### src/rtl/fma_sc_pkg.sv
package fma_sc_pkg;
  typedef enum logic [2:0] {
    CL_SNAN  = 3'd0,
    CL_QNAN  = 3'd1,
    CL_ZERO  = 3'd2,
    CL_NORM  = 3'd3,
    CL_DNORM = 3'd4,
    CL_INF   = 3'd5
  } fcls_e;
endpackage

### src/rtl/fma_sc_classify.sv
module fma_sc_classify
  import fma_sc_pkg::*;
#(
  parameter int EXP_W  = 8,
  parameter int FRAC_W = 23,
  localparam int W     = 1 + EXP_W + FRAC_W
) (
  input  logic [W-1:0] op,
  output fcls_e        cls
);
  logic [EXP_W-1:0]  expo;
  logic [FRAC_W-1:0] frac;

  assign expo = op[W-2 -: EXP_W];
  assign frac = op[FRAC_W-1:0];

  always_comb begin
    if (&expo) begin
      if (frac == '0)            cls = CL_INF;
      else if (frac[FRAC_W-1])   cls = CL_QNAN;
      else                       cls = CL_SNAN;
    end else if (expo == '0) begin
      cls = (frac == '0) ? CL_ZERO : CL_DNORM;
    end else begin
      cls = CL_NORM;
    end
  end
endmodule

### src/rtl/fma_sc_nan_pick.sv
module fma_sc_nan_pick
  import fma_sc_pkg::*;
#(
  parameter int EXP_W  = 8,
  parameter int FRAC_W = 23,
  localparam int W     = 1 + EXP_W + FRAC_W
) (
  input  logic [W-1:0] z,
  input  logic [W-1:0] x,
  input  logic [W-1:0] y,
  input  fcls_e        zc,
  input  fcls_e        xc,
  input  fcls_e        yc,
  output logic         hit,
  output logic [W-1:0] res,
  output logic         inv
);
  localparam logic [W-1:0] QBIT = {{(W-FRAC_W){1'b0}}, 1'b1, {(FRAC_W-1){1'b0}}};

  always_comb begin
    hit = 1'b1;
    inv = 1'b0;
    res = '0;
    if (zc == CL_SNAN) begin
      inv = 1'b1;
      res = z | QBIT;
    end else if (xc == CL_SNAN) begin
      inv = 1'b1;
      res = x | QBIT;
    end else if (yc == CL_SNAN) begin
      inv = 1'b1;
      res = y | QBIT;
    end else if (yc == CL_QNAN) begin
      res = y;
    end else if (xc == CL_QNAN) begin
      res = x;
    end else begin
      hit = 1'b0;
    end
  end
endmodule

### src/rtl/fma_sc_infzero.sv
module fma_sc_infzero
  import fma_sc_pkg::*;
#(
  parameter int EXP_W  = 8,
  parameter int FRAC_W = 23,
  localparam int W     = 1 + EXP_W + FRAC_W
) (
  input  logic [W-1:0] z,
  input  fcls_e        zc,
  input  fcls_e        xc,
  input  fcls_e        yc,
  input  logic         psgn,
  output logic         hit,
  output logic [W-1:0] res,
  output logic         inv
);
  localparam logic [W-1:0] DNAN  = {1'b0, {EXP_W{1'b1}}, 1'b1, {(FRAC_W-1){1'b0}}};
  localparam logic [W-2:0] INF_M = {{EXP_W{1'b1}}, {FRAC_W{1'b0}}};

  logic x_inf, y_inf, x_zero, y_zero, z_q, z_spec;

  assign x_inf  = (xc == CL_INF);
  assign y_inf  = (yc == CL_INF);
  assign x_zero = (xc == CL_ZERO);
  assign y_zero = (yc == CL_ZERO);
  assign z_q    = (zc == CL_QNAN);
  assign z_spec = z_q || (zc == CL_INF);

  always_comb begin
    hit = 1'b1;
    inv = 1'b0;
    res = '0;
    if ((x_inf && y_zero) || (x_zero && y_inf)) begin
      if (z_q) begin
        res = z;
      end else begin
        inv = 1'b1;
        res = DNAN;
      end
    end else if (x_inf || y_inf) begin
      res = z_q ? z : {psgn, INF_M};
    end else if (x_zero || y_zero) begin
      res = z;
    end else if (z_spec) begin
      res = z;
    end else begin
      hit = 1'b0;
    end
  end
endmodule

### src/rtl/fma_sc_resolve.sv
module fma_sc_resolve
  import fma_sc_pkg::*;
#(
  parameter int EXP_W  = 8,
  parameter int FRAC_W = 23,
  localparam int W     = 1 + EXP_W + FRAC_W
) (
  input  logic         neg_prod,
  input  logic [W-1:0] op_z,
  input  logic [W-1:0] op_x,
  input  logic [W-1:0] op_y,
  output logic         byp_vld,
  output logic [W-1:0] byp_res,
  output logic         inv_op,
  output logic         prod_sgn,
  output logic [2:0]   z_cls,
  output logic [2:0]   x_cls,
  output logic [2:0]   y_cls
);
  localparam int NOPS = 3;

  logic [W-1:0] ops [NOPS];
  fcls_e        cls [NOPS];

  assign ops[0] = op_z;
  assign ops[1] = op_x;
  assign ops[2] = op_y;

  for (genvar i = 0; i < NOPS; i++) begin : g_cls
    fma_sc_classify #(.EXP_W(EXP_W), .FRAC_W(FRAC_W)) u_cls (
      .op  (ops[i]),
      .cls (cls[i])
    );
  end

  logic         nan_hit, nan_inv, iz_hit, iz_inv;
  logic [W-1:0] nan_res, iz_res;

  assign prod_sgn = op_x[W-1] ^ op_y[W-1] ^ neg_prod;

  fma_sc_nan_pick #(.EXP_W(EXP_W), .FRAC_W(FRAC_W)) u_nan (
    .z   (op_z),
    .x   (op_x),
    .y   (op_y),
    .zc  (cls[0]),
    .xc  (cls[1]),
    .yc  (cls[2]),
    .hit (nan_hit),
    .res (nan_res),
    .inv (nan_inv)
  );

  fma_sc_infzero #(.EXP_W(EXP_W), .FRAC_W(FRAC_W)) u_iz (
    .z    (op_z),
    .zc   (cls[0]),
    .xc   (cls[1]),
    .yc   (cls[2]),
    .psgn (prod_sgn),
    .hit  (iz_hit),
    .res  (iz_res),
    .inv  (iz_inv)
  );

  always_comb begin
    if (nan_hit) begin
      byp_vld = 1'b1;
      byp_res = nan_res;
      inv_op  = nan_inv;
    end else begin
      byp_vld = iz_hit;
      byp_res = iz_res;
      inv_op  = iz_inv;
    end
  end

  assign z_cls = cls[0];
  assign x_cls = cls[1];
  assign y_cls = cls[2];
endmodule

### config.mk
export PLATFORM = sky130hd
export DESIGN_NAME = fma_sc_resolve
export DESIGN_NICKNAME = d
export VERILOG_FILES = /design/src/rtl/fma_sc_pkg.sv /design/src/rtl/fma_sc_classify.sv /design/src/rtl/fma_sc_nan_pick.sv /design/src/rtl/fma_sc_infzero.sv /design/src/rtl/fma_sc_resolve.sv
export SDC_FILE = /design/constraint.sdc
export NUM_CORES = 1
export LEC_CHECK = 0
export BUFFER_PORTS_ARGS = -buffer_cell sky130_fd_sc_hd__buf_2
export CELL_PAD_IN_SITES_DETAIL_PLACEMENT = 1
export CELL_PAD_IN_SITES_GLOBAL_PLACEMENT = 1
export CORE_MARGIN = 3
export CORE_UTILIZATION = 21
export DETAILED_ROUTE_END_ITERATION = 6
export PLACE_DENSITY_LB_ADDON = 0.1
export SYNTH_ARGS = -nofsm -noshare
export SYNTH_HDL_FRONTEND = slang
export SYNTH_SLANG_ARGS = --single-unit
### constraint.sdc
create_clock -name vclk -period 5.12
set_input_delay 1.536 -clock vclk [all_inputs]
set_output_delay 1.536 -clock vclk [all_outputs]
set_load 0.1 [all_outputs]
[Word-level counts from Yosys, hierarchy flattened]
Index checks and enable logic that the tools add are counted.
Word-level totals
  bits in registers: 0
  input port bits: 97
  output and inout port bits: 44
  word-level logic and storage cells: 71
Operators by class
  equal/unequal tests: 8
  muxes and demuxes: 43
  bitwise operators: 2
  reductions and logical operators: 18
Operators by type and width (count)
  32-bit 2-to-1 mux: 12
  23-bit logical NOT: 3
  3-bit 2-to-1 mux: 12
  8-bit logical NOT: 3
  8-bit AND reduction: 3
  1-bit 2-to-1 mux: 19
  3-bit by 1-bit equality test with 1-bit output, second input constant: 3
  3-bit equality test, second input constant: 3
  3-bit logical NOT: 3
  3-bit by 2-bit equality test with 1-bit output, second input constant: 2
  1-bit logical OR: 4
  1-bit logical AND: 2
  1-bit bitwise XOR: 2

[Logic depth before layout (Yosys ltp)]
Gate-level depths: netlist (run 1).
  word-level depth: 11
  gate-level depth with buffers: 9
  mapped depth without buffers: 7

[Modules after synthesis]
From an unflattened synthesis (run 1), not the netlist that was laid out.
Unflattened totals
  cell total of the unflattened synthesis: 264
  area, all modules: 2082.0 um^2
Modules (own cells, without submodules)
  fma_sc_nan_pick: instances 1, cells each 118, area an instance 782.0 um^2, seq. area each 0.0 um^2
  fma_sc_resolve: instances 1, cells each 39, area an instance 581.8 um^2, seq. area each 0.0 um^2
  fma_sc_infzero: instances 1, cells each 53, area an instance 372.9 um^2, seq. area each 0.0 um^2
  fma_sc_classify: instances 3, cells each 18, area an instance 115.1 um^2, seq. area each 0.0 um^2

[Least setup slack after synthesis (run 1)]
Ideal clock, no wire load.
  path kind: in2out
  start: input port op_y[17]
  end: output port y_cls[2]
  data arrival time: 4.895 ns
  required time: 3.584 ns
  path slack: -1.311 ns
  cell stages on the path: 6
  path buffers: 1
  path through: nor4_1 > nand4_1 > or2_1 > buf_1 > a21oi_1 > a21oi_1
On the way
  cells in the longest elaborated chain, start to end: 4
  elaborated cells between the ends (all ways): 5
  those cells by class: mux (4); reduce/logical (1)
Ends and longest elaborated chain
  start: declaration: RTL line fma_sc_resolve.sv:11  | input logic [W-1:0] op_y,
  23-bit logical NOT *: RTL line fma_sc_classify.sv:19, fma_sc_classify.sv:23
  3-bit 2-to-1 mux: RTL line fma_sc_classify.sv:23  | cls = (frac == '0) ? CL_ZERO : CL_DNORM;
  3-bit 2-to-1 mux: RTL line fma_sc_classify.sv:22  | end else if (expo == '0) begin
  3-bit 2-to-1 mux *: RTL line fma_sc_classify.sv:18  | if (&expo) begin
  end: declaration: RTL line fma_sc_resolve.sv:18  | output logic [2:0] y_cls
Mark *: on every way between the ends. The rest lies on a longest branch, timed or not.

[Final worst setup path (run 1)]
  start: input port op_x[3]
  end: output port byp_res[11]
On the way
  cells in the longest elaborated chain, start to end: 11
  elaborated cells between the ends (all ways): 28
  those cells by class: eq/ne (3); mux (18); reduce/logical (7)
Ends and longest elaborated chain
  start: declaration: RTL line fma_sc_resolve.sv:10  | input logic [W-1:0] op_x,
  23-bit logical NOT *: RTL line fma_sc_classify.sv:19, fma_sc_classify.sv:23
  3-bit 2-to-1 mux: RTL line fma_sc_classify.sv:23
  3-bit 2-to-1 mux: RTL line fma_sc_classify.sv:22
  3-bit 2-to-1 mux *: RTL line fma_sc_classify.sv:18
  3-bit by 1-bit equality test with 1-bit output: RTL line fma_sc_nan_pick.sv:35  | end else if (xc == CL_QNAN) begin
  32-bit 2-to-1 mux / 1-bit 2-to-1 mux (equally long branches): RTL line fma_sc_nan_pick.sv:35
  32-bit 2-to-1 mux / 1-bit 2-to-1 mux (equally long branches): RTL line fma_sc_nan_pick.sv:33  | end else if (yc == CL_QNAN) begin
  32-bit 2-to-1 mux / 1-bit 2-to-1 mux (equally long branches): RTL line fma_sc_nan_pick.sv:30  | end else if (yc == CL_SNAN) begin
  32-bit 2-to-1 mux / 1-bit 2-to-1 mux (equally long branches): RTL line fma_sc_nan_pick.sv:27  | end else if (xc == CL_SNAN) begin
  32-bit 2-to-1 mux / 1-bit 2-to-1 mux (equally long branches): RTL line fma_sc_nan_pick.sv:24  | if (zc == CL_SNAN) begin
  32-bit 2-to-1 mux *: RTL line fma_sc_resolve.sv:65  | if (nan_hit) begin
  end: declaration: RTL line fma_sc_resolve.sv:13  | output logic [W-1:0] byp_res,
Marked as above.

==> summary.md, run 1 <==
| Metric | Value |
|---|---|
| Slew @ Worst Pin | `0.5660 ns` |
| Final worst setup slack | `-0.2045 ns` |
| Period utilization | `104.0%` |
| DR WL met2 | `5168 um` |
| Worst EP required | `3.58 ns` |
| Setup violators final | `25` |
| GRT Util Overall | `22.78%` |
| Die Ht | `83.58 um` |
| First-pass GRT wire length | `13,570 um` |
| DR vias | `2,626` |
| Cell variety after synth | `40` |
| CP cell instances | `buf_6 -> or4_4 -> nor2_4 -> and2_4 -> a22oi_4 -> or3_4 -> a41o_4 -> clkbuf_16 -> a21o_4 -> buf_12` |
| Internal Power | `0.05417 mW` |
| Post-route ant nets | `0` |
| Number of global-route vias before repair | `2,785` |
| Share of the synthesized area in the top cell type | `14.26%` |
| Sequential power share | `0%` |
| CP Class | `in -> out` |
| Synth area leader | `a21o_1` |
| Final max-slew violation count | `0` |
| Max layer used | `met4` |
| GRT overflow | `0` |
| N_diodes | `0` |
| Synth Warn # | `0` |
| Status | `finished with violations` |
| Pwr dens | `32.86 nW/um2` |
| CP Launch Type | `input port` |
| Fmax | `187.8 MHz` |
| Failing checks | `setup timing` |
| # DRC | `0` |
| VDD IR max | `0.00005117 V` |
| CP Capture Type | `output pin` |
| Switching power | `0.06396 mW` |
| Switch share | `54.14%` |
| Met3 WL | `457 um` |
| Hold buffers post-CTS | `0` |
| Mean Syn Cell Area | `5.770 um2` |
| Layout cell share with drive strength beyond 1 | `67.71%` |
| Final Instance Area | `3595 um2` |
| Worst min path class | `in -> out` |
| RSZ-0062 raised after global routing | `yes` |
| Drt pass-1 iters | `4` |
| Count of maximum capacitance violations | `0` |
| Met1 WL | `3438 um` |
| Mapped Area | `1264 um2` |
| Seq/Total Area, Yosys | `0%` |
| Max-slew headroom at the worst pin | `62.06%` |
| Largest net degree at the start of global routing | `21` |
| Combinational Power Share | `100.0%` |
| Storage cell area | `0 um2` |
| Clock Buffer Count | `0` |
| Die Area | `6985 um2` |
| CP Data Arrival Time | `3.79 ns` |
| P&R area growth vs syn | `184.5%` |
| Lkg Pwr | `1.624 nW` |
| Seq Cell Count | `0` |
| Placed Cells | `478` |
| Row count | `27` |
| Top area cells in the synthesized netlist | `a21o_1 14%, nand2_1 13%, a21oi_1 12%` |
| Routed wire length | `9224 um` |
| Worst path max stage delay | `0.54 ns` |
| Fin crit period | `5.324 ns` |
| Core Region | `5675 um2` |
| # IOs | `141` |
| Initial antenna violation count | `0` |
| Final Hold Viols | `0` |
| Post-DP HPWL | `6969 um` |
| GPL Wtd Cong | `0.8781` |
| PortBufs | `141` |
| DR WL/cell | `18.94 um` |
| Initial Util | `22.27%` |
| Clock network power share | `0%` |
| Post-Syn Nets | `316` |
| Placement Cell Area | `3222 um2` |
| Cells after synthesis | `219` |
| Crit path max fanout | `5` |
| Die width | `83.58 um` |
| Non-Filler Instances | `487` |
| Nets | `514` |
| Crit-path slowest cell | `or4_4` |
| DRC violation total after the first TritonRoute iteration | `84` |
| Avg Vias per Cell | `5.392` |
cell type report:
class                           count  area [um2]
Timing Repair Buffer              207        1907
Fill cell                         688        2081
Tap cell                           72       90.09
Inverter                            1       3.754
Multi-Input combinational cell    207        1594
layout by cell type, fill, tap and decap left out, types with 2 or more instances in the layout:
master | netlist | routed
buf_2 | 1 | 97
buf_4 | 0 | 54
buf_12 | 0 | 40
nand2_1 | 45 | 29
a21oi_1 | 30 | 24
nand3_1 | 25 | 24
a21o_4 | 0 | 21
nor4_1 | 15 | 12
buf_6 | 2 | 12
nand4_1 | 11 | 11
nor2_1 | 14 | 11
nand2_4 | 0 | 9
nand2_2 | 0 | 7
a21oi_2 | 0 | 5
or4_1 | 5 | 4
nor2_2 | 1 | 4
nor3_1 | 5 | 3
a21o_1 | 24 | 3
or4_4 | 2 | 3
nor3_2 | 0 | 2
nor4_4 | 0 | 2
and3_1 | 3 | 2
a311o_2 | 0 | 2
clkbuf_16 | 0 | 2
buf_8 | 0 | 2
worst paths after layout:
| path | startpoint | to | slack, ns | cells after the start |
|---|---|---|---|---|
| worst max-delay path | op_x[3] | byp_res[11] | -0.20 | 10 |
| worst min-delay path | op_z[18] | byp_res[18] | 3.45 | 3 |
critical path: cells and delay by family:
kind	cells	cell delay, ns
AO/OA/AOI/OAI	3	0.59
buffers and inverters	3	0.43
AND/OR/NAND/NOR	4	1.22
layer usage:
metal | up-vias | global-route usage [%]
li1 | 1240 | -
met4 | 0 | 2.193
met3 | 13 | 1.382
met2 | 105 | 44.97
met1 | 1268 | 27.48
met5 | - | 0
kinds of logic (layout without fill, tap and decap cells):
family          count (synthesis)  count (layout)  share of synthesized area (%)
buf+inv                        12             208                          6.435
xor+xnor                        2               2                          1.386
simple gates                  137             137                          55.74
compound gates                 68              68                          36.44
power by group through the flow:
stage	clock (mW)	combinational [mW]	sequential, mW
finish	0	0.118	0
global route	0	0.126	0
CTS	0	0.114	0
detailed placement	0	0.108	0
global placement	0	0.106	0
floorplan	0	0.0374	0
through the flow:
step / hold slack (ns) / power, mW / TNS, ns / worst slack, ns / utilization (%)
global route: 3.464 / 0.1263 / -5.975 / -0.2448 / 63.34
CTS: 3.449 / 0.1136 / -4.441 / -0.2062 / 59.63
finish: 3.450 / 0.1181 / -4.424 / -0.2045 / 63.34
floorplan: 3.296 / 0.03741 / -0.3500 / -0.1493 / -
global placement: 3.445 / 0.1055 / -7.749 / -0.2831 / 56.77
detailed placement: 3.449 / 0.1078 / -8.060 / -0.3034 / 56.77
synthesized netlist by cell type:
library cell	n
nor2_4	1
buf_6	2
nor4_1	15
nor4b_1	1
or2_2	2
or2_1	1
and4_1	1
or4_1	5
clkbuf_1	5
o21ba_2	1
xnor2_1	2
o21ai_0	1
or4_4	2
a21oi_1	30
inv_1	1
nand4_1	11
nand2b_1	1
buf_2	1
nand2_1	45
a22oi_1	2
o22ai_1	1
nor3_1	5
nor2_2	1
and3_1	3
clkbuf_8	2
and4_2	1
a211o_2	1
a311o_1	2
a21o_1	24
a22oi_4	1
and2_1	1
a41o_1	1
nand3_1	25
and2_4	1
a21boi_0	1
or3_1	1
o211ai_1	1
nor2_1	14
a211o_1	2
buf_1	1
repair_timing:
action / in CTS / in global routing
gates resized for setup: 26 / 32
pin swaps: 16 / 33
hold endpoints to repair: 0 / 0
buffers inserted: 4 / 2
cloned: 0 / 3
endpoints found under the setup margin: 32 / 33
(Power assumes the default switching activity.)
==> inputs of run 2 (changes only) <==
Settings changed: CORE_MARGIN 3 to not set, PLACE_DENSITY set to 0.83, PLACE_DENSITY_LB_ADDON 0.1 to not set.
==> run 2 against run 1 <==
Effect of this change:
- the flow still finishes with violations (setup timing)
- power increased by 8.9%
- wire length grew 18%
- largest power group unchanged
- critical path type unchanged
- sequential cell count unchanged
- first-iteration DRC count is 67% higher
- via count rose by 7.8%
==> summary.md, run 2 (same netlist as run 1, synthesis figures left out) <==
| Metric | Value |
|---|---|
| Die Ht | `79.58 um (was 83.58 um)` |
| Die Area | `6332 um2 (was 6985 um2)` |
| Die width | `79.58 um (was 83.58 um)` |
| Count of maximum capacitance violations | `0 (unchanged)` |
| Max-slew headroom at the worst pin | `58.58% (was 62.06%)` |
| RSZ-0062 raised after global routing | `yes (unchanged)` |
| Storage cell area | `0 um2 (unchanged)` |
| CP Capture Type | `output pin (unchanged)` |
| Fin crit period | `5.388 ns (was 5.324 ns)` |
| Internal Power | `0.05859 mW (was 0.05417 mW)` |
| Nets | `516 (was 514)` |
| Hold EP | `byp_res[1] (was byp_res[18])` |
| CP Class | `in -> out (unchanged)` |
| CP Data Arrival Time | `3.85 ns (was 3.79 ns)` |
| # DRC | `0 (unchanged)` |
| GRT overflow | `0 (unchanged)` |
| Post-route ant nets | `0 (unchanged)` |
| Fmax | `185.6 MHz (was 187.8 MHz)` |
| P&R area growth vs syn | `184.5% (unchanged)` |
| Largest net degree at the start of global routing | `16 (was 21)` |
| Worst EP required | `3.58 ns (about the same)` |
| Placement Cell Area | `3261 um2 (was 3222 um2)` |
| Slew @ Worst Pin | `0.6156 ns (was 0.5660 ns)` |
| Lkg Pwr | `1.632 nW (was 1.624 nW)` |
| Status | `finished with violations (unchanged)` |
| Switching power | `0.07000 mW (was 0.06396 mW)` |
| Most frequent cells in the layout | `98 x buf_2, 60 x buf_4, 41 x buf_12, 30 x nand2_1, 25 x nand3_1 (was 97 x buf_2, 54 x buf_4, 40 x buf_12, 29 x nand2_1)` |
| First-pass GRT wire length | `15,830 um (was 13,570 um)` |
| GPL Wtd Cong | `0.9970 (was 0.8781)` |
| Final-layout fill cell count | `672 (was 688)` |
| Final Hold Viols | `0 (unchanged)` |
| Commonest non-fill, non-tap cell in the layout | `buf_2 (unchanged)` |
| # IOs | `141 (unchanged)` |
| Worst min path class | `in -> out (unchanged)` |
| Routed wire length | `10,930 um (was 9224 um)` |
| Hold depth | `3 (unchanged)` |
| DRC violation total after the first TritonRoute iteration | `140 (was 84)` |
| Number of global-route vias before repair | `3,005 (was 2,785)` |
| GRT Util Overall | `32.74% (was 22.78%)` |
| PortBufs | `141 (unchanged)` |
| Pwr dens | `35.77 nW/um2 (was 32.86 nW/um2)` |
| Period utilization | `105.2% (was 104.0%)` |
| CP Launch Type | `input port (unchanged)` |
| DR vias | `2,830 (was 2,626)` |
| Initial Util | `22.40% (was 22.27%)` |
| Power, Total | `0.1286 mW (was 0.1181 mW)` |
| Layout cell share with drive strength beyond 1 | `67.63% (was 67.71%)` |
| Clock Buffer Count | `0 (unchanged)` |
| Critical path origin | `op_y[15] (was op_x[3])` |
| DR WL/cell | `22.30 um (was 18.94 um)` |
| Post-DP HPWL | `7882 um (was 6969 um)` |
| Final core utilization | `63.72% (was 63.34%)` |
| Switch share | `54.44% (was 54.14%)` |
| Clock network power share | `0% (about the same)` |
| VDD IR max | `0.00005723 V (was 0.00005117 V)` |
| Row count | `27 (unchanged)` |
| Core Region | `5642 um2 (was 5675 um2)` |
| Final Instance Area | `3595 um2 (unchanged)` |
| Seq Cell Count | `0 (unchanged)` |
| Avg Vias per Cell | `5.776 (was 5.392)` |
| Drt pass-1 iters | `4 (unchanged)` |
| Final max-slew violation count | `0 (unchanged)` |
| Non-Filler Instances | `490 (was 487)` |
| Final worst setup slack | `-0.2683 ns (was -0.2045 ns)` |
| Sequential power share | `0% (about the same)` |
| Min-delay src | `op_z[1] (was op_z[18])` |
| Placed Cells | `482 (was 478)` |
| Initial antenna violation count | `1 (was 0)` |
| Combinational Power Share | `100.0% (about the same)` |
| Crit path max fanout | `3 (was 5)` |
| Setup violators final | `32 (was 25)` |
| Failing checks | `setup timing (unchanged)` |
-- run 2: through the flow --
| step | setup slack, ns | setup TNS [ns] | hold WS, ns |
|---|---|---|---|
| floorplan | -0.1493 | -0.3500 | 3.296 |
| global placement | -0.3168 | -8.713 | 3.442 |
| detailed placement | -0.4932 | -13.99 | 3.449 |
| CTS | -0.2718 | -4.930 | 3.449 |
| global route | -0.3051 | -8.213 | 3.466 |
| finish | -0.2683 | -6.734 | 3.454 |
-- run 2: timing repair --
action	CTS	global route
gates resized for setup	45	13
endpoints found under the setup margin	34	33
cloned	0	1
pin swaps	22	23
setup buffers	4	2
hold buffers	0	0
-- run 2: area by class of cell --
type	count	area [um2]	area share, %
diodes	1	2.502	0.06961
multi-input cells	207	1607	44.69
well taps	72	90.09	2.506
repair buffers	209	1892	52.63
inverters	1	3.754	0.1044
-- run 2: worst max-delay path by stage --
stage                             end  slack (ns)  cells after the start
final                     byp_res[31]       -0.27                     10
after global placement    byp_res[10]       -0.32                     10
after floorplan              x_cls[2]       -0.15                      5
after detailed placement   byp_res[4]       -0.49                     11
after CTS                 byp_res[31]       -0.27                     10
after global routing      byp_res[31]       -0.31                     10
-- run 2: power groups by stage --
stage	clock [mW]	sequential (mW)	combinational (mW)
finish	0.0000000262	0	0.129
global route	0.0000000261	0	0.135
CTS	0	0	0.123
detailed placement	0	0	0.116
global placement	0	0	0.111
floorplan	0	0	0.0374
-- run 2: routing by layer --
layer / GRT usage [%] / part of all wire, % / vias to the layer above
met1: 36.36 / 36 / 1364
met5: 0 / 0 / -
met3: 4.914 / 8.4 / 38
li1: - / - / 1246
met4: 10.18 / 3.7 / 0
met2: 62.65 / 52 / 182
-- run 2: worst max-delay path, cell delays in order --
cell and delay (ns):
buf_8 0.10, nor4_4 0.27, buf_4 0.16, nand4_1 0.15
or2_4 0.32, buf_6 0.12, or4_4 0.54, and4_4 0.18
a211o_4 0.29, buf_12 0.17
==> inputs of run 3 (changes only) <==
Settings changed: CORE_UTILIZATION 21 to 30, PLACE_DENSITY 0.83 to 0.84, SYNTH_HIERARCHICAL set to 1.
==> run 3 against run 2 <==
Effect of this change:
- the flow now stops in clock tree synthesis
- synthesized cell count grew 21%
- area after synthesis grew 65%
==> summary.md, run 3 <==
| Metric | Value |
|---|---|
| Cells after synthesis | `264 (was 219)` |
| Failing step | `clock tree synthesis` |
| # IOs | `141 (unchanged)` |
| Synth Warn # | `6 (was 0)` |
| Status | `did not finish (was finished with violations)` |
| Top area cells in the synthesized netlist | `mux2_4 21%, mux2i_1 16%, o21ai_1 7.7% (was a21o_1 14%, nand2_1 13%, a21oi_1 12%)` |
| Seq/Total Area, Yosys | `0% (unchanged)` |
| Cell variety after synth | `39 (was 40)` |
| Share of the synthesized area in the top cell type | `20.91% (was 14.26%)` |
| Cts repair resizes | `115 (was 45)` |
| Synth area leader | `mux2_4 (was a21o_1)` |
| Die width | `85.31 um (was 79.58 um)` |
| Mapped Area | `2082 um2 (was 1264 um2)` |
| # Post-CTS Setup Buffers | `19 (was 4)` |
| PortBufs | `141 (unchanged)` |
| Initial Util | `31.88% (was 22.40%)` |
| Mean Syn Cell Area | `7.886 um2 (was 5.770 um2)` |
| Synth top cells by count | `39 x nand2_1, 34 x mux2i_1, 32 x o21ai_1, 29 x mux2_4, 22 x and2_1 (was 45 x nand2_1, 30 x a21oi_1, 25 x nand3_1, 24 x a21o_1, 15 x nor4_1)` |
| Die Ht | `85.31 um (was 79.58 um)` |
| Tool error | `[ERROR DPL-0033] detailed placement checks failed during check placement.` |
| Count leader, synth | `nand2_1 (unchanged)` |
| Row count | `29 (was 27)` |
| Dpl ws | `-0.8804 ns (was -0.4932 ns)` |
| Placement Cell Area | `3969 um2 (was 3261 um2)` |
| Post-DP HPWL | `9255 um (was 7882 um)` |
| Post-Syn Nets | `361 (was 316)` |
| GPL Wtd Cong | `0.8538 (was 0.9970)` |
| Hold buffers post-CTS | `0 (unchanged)` |
## run 3: stage by stage
stage	hold slack, ns	instances	TNS [ns]	utilization [%]
floorplan	3.451	264	-20.09	-
global placement	3.593	548	-20.56	60.77
detailed placement	3.611	548	-26.37	60.77
## run 3: kinds of logic after synthesis
family / share of synthesized area [%]
AOI/OAI and AO/OA: 17.31
xor gates and xnor gates: 1.142
buffers and inverters: 8.774
muxes: 39.42
and+or+nand+nor: 33.35
==> inputs of run 4 (changes only) <==
Settings changed: CELL_PAD_IN_SITES_DETAIL_PLACEMENT 1 to not set, CELL_PAD_IN_SITES_GLOBAL_PLACEMENT 1 to not set, CORE_UTILIZATION 30 to 20, PLACE_DENSITY 0.84 to not set, PLACE_DENSITY_LB_ADDON set to 0.15.
==> run 4 against run 3 <==
Effect of this change:
- synthesized cell count is the same
- the flow now finishes, with violations (setup timing)
- area after synthesis did not move
==> summary.md, run 4 <==
| Metric | Value |
|---|---|
| PortBufs | `141 (unchanged)` |
| Slew @ Worst Pin | `0.4935 ns` |
| Initial antenna violation count | `0` |
| GPL Wtd Cong | `0.8432 (was 0.8538)` |
| Drt pass-1 iters | `4` |
| DRC violation total after the first TritonRoute iteration | `84` |
| GRT overflow | `0` |
| Fin crit period | `5.571 ns` |
| # DRC | `0` |
| Count of maximum capacitance violations | `0` |
| Number of global-route vias before repair | `3,112` |
| Most frequent cells in the layout | `91 x buf_2, 74 x buf_4, 51 x buf_12, 37 x nand2_1, 33 x mux2_4` |
| Crit path max fanout | `5` |
| GRT Util Overall | `17.75%` |
| Max-slew headroom at the worst pin | `67.33%` |
| Layout cell share with drive strength beyond 1 | `69.39%` |
| Crit-path slowest cell | `a2111oi_4` |
| First-pass GRT wire length | `15,820 um` |
| Setup violators final | `34` |
| RSZ-0062 raised after global routing | `yes` |
| Final-layout fill cell count | `933` |
| CP Buf/Inv Count | `3` |
| Final max-slew violation count | `0` |
| P&R area growth vs syn | `133.1%` |
| Seq/Total Area, Yosys | `0% (unchanged)` |
| Status | `finished with violations (was did not finish)` |
| Mean Syn Cell Area | `7.886 um2 (unchanged)` |
| DR vias | `2,926` |
| Core Region | `9910 um2` |
| Final worst setup slack | `-0.4509 ns` |
| Share of the synthesized area in the top cell type | `20.91% (unchanged)` |
| N_diodes | `0` |
| Pwr dens | `39.27 nW/um2` |
| Final hold slack | `3.598 ns` |
| CP Class | `in -> out` |
| Post-route ant nets | `0` |
| Seq Cell Count | `0` |
| Placed Cells | `602 (was 548)` |
| Storage cell area | `0 um2` |
| CP cell instances | `buf_2 -> nand4_1 -> or2_1 -> o31a_2 -> buf_4 -> and3b_2 -> a2111oi_4 -> nand2_2 -> a21boi_1 -> mux2_4 -> buf_12` |
| Period utilization | `108.8%` |
| Synth top cells by count | `39 x nand2_1, 34 x mux2i_1, 32 x o21ai_1, 29 x mux2_4, 22 x and2_1 (unchanged)` |
| Commonest non-fill, non-tap cell in the layout | `buf_2` |
| VDD IR max | `0.00002401 V` |
| Final Hold Viols | `0` |
| Die Ht | `104.0 um (was 85.31 um)` |
| Post-Syn Nets | `361 (unchanged)` |
| CP Data Arrival Time | `4.03 ns` |
| Lkg Pwr | `1.969 nW` |
| Post-DP HPWL | `7598 um (was 9255 um)` |
| Synth Warn # | `6 (unchanged)` |
| Worst path max stage delay | `0.43 ns` |
| Die Area | `10,820 um2` |
| CP Capture Type | `output pin` |
| Avg Vias per Cell | `4.697` |
| Routed wire length | `10,380 um` |
| # IOs | `141 (unchanged)` |
| CP Launch Type | `input port` |
| Worst min path class | `in -> out` |
| Die width | `104.0 um (was 85.31 um)` |
| Top delay family on crit path | `compound AO/OA/AOI/OAI gates` |
| DR WL/cell | `16.66 um` |
| Initial Util | `21.01% (was 31.88%)` |
| Nets | `589` |
| Mapped Area | `2082 um2 (unchanged)` |
| Row count | `36 (was 29)` |
| Hold buffers post-CTS | `0 (unchanged)` |
| Failing checks | `setup timing` |
| Worst EP required | `3.58 ns` |
| Cell variety after synth | `39 (unchanged)` |
| Cells after synthesis | `264 (unchanged)` |
| Top area cells in the synthesized netlist | `mux2_4 21%, mux2i_1 16%, o21ai_1 7.7% (unchanged)` |
| Non-Filler Instances | `623` |
| Synth area leader | `mux2_4 (unchanged)` |
| Count leader, synth | `nand2_1 (unchanged)` |
| Clock Buffer Count | `0` |
| Fmax | `179.5 MHz` |
| Largest net degree at the start of global routing | `23` |
[run 4: what timing repair did]
item / CTS / global route
gates cloned: 2 / 3
gates resized for setup: 85 / 43
pin swaps: 20 / 22
buffers inserted: 10 / 7
endpoints found under the setup margin: 34 / 34
[run 4: cell families after synthesis]
| logic type | after synthesis | synth area share (%) |
|---|---|---|
| compound gates | 57 | 17.31 |
| xor+xnor | 1 | 1.142 |
| buf+inv | 17 | 8.774 |
| mux | 67 | 39.42 |
| simple gates | 122 | 33.35 |
[run 4: routing by layer]
layer  up-vias  wire length, um  GRT usage (%)
met1      1347             4516          21.93
met2       114             5159          32.71
met4         0              102          2.041
li1       1455                -              -
met3        10              601          3.070
met5         -                0              0
[run 4: per-stage QoR]
stage	TNS, ns	power [mW]	setup slack (ns)	cell area (um2)	utilization [%]
2_1_floorplan	-20.09	0.06466	-0.6382	2213	-
5_1_grt	-17.95	0.2017	-0.5660	4852	48.96
3_3_place_gp	-25.38	0.1624	-0.8172	4096	41.34
3_5_place_dp	-26.48	0.1634	-0.8739	4096	41.34
4_1_cts	-13.71	0.1801	-0.4321	4578	46.20
6_report	-13.98	0.1906	-0.4509	4852	48.96
[run 4: worst paths after layout]
path / start / to / slack, ns / depth (start not counted)
max: op_y[28] / byp_res[31] / -0.45 / 11
min: op_z[6] / byp_res[6] / 3.60 / 4
[run 4: cell type report]
class / instances / area, um2 / area share, %
multi-input cells: 250 / 2370 / 48.84
repair buffers: 239 / 2312 / 47.65
inverters: 1 / 3.754 / 0.07736
well taps: 133 / 166.4 / 3.430
[run 4: where the power goes]
group          switching, mW  total (mW)  internal [mW]
registers                  0           0              0
clock network              0           0              0
logic                 0.0989       0.191         0.0917
total                 0.0989       0.191         0.0917
[run 4: tightest hold or removal path, stage by stage]
cell    delay [ns]
buf_2         0.09
and2_1        0.11
mux2_4        0.15
buf_12        0.16
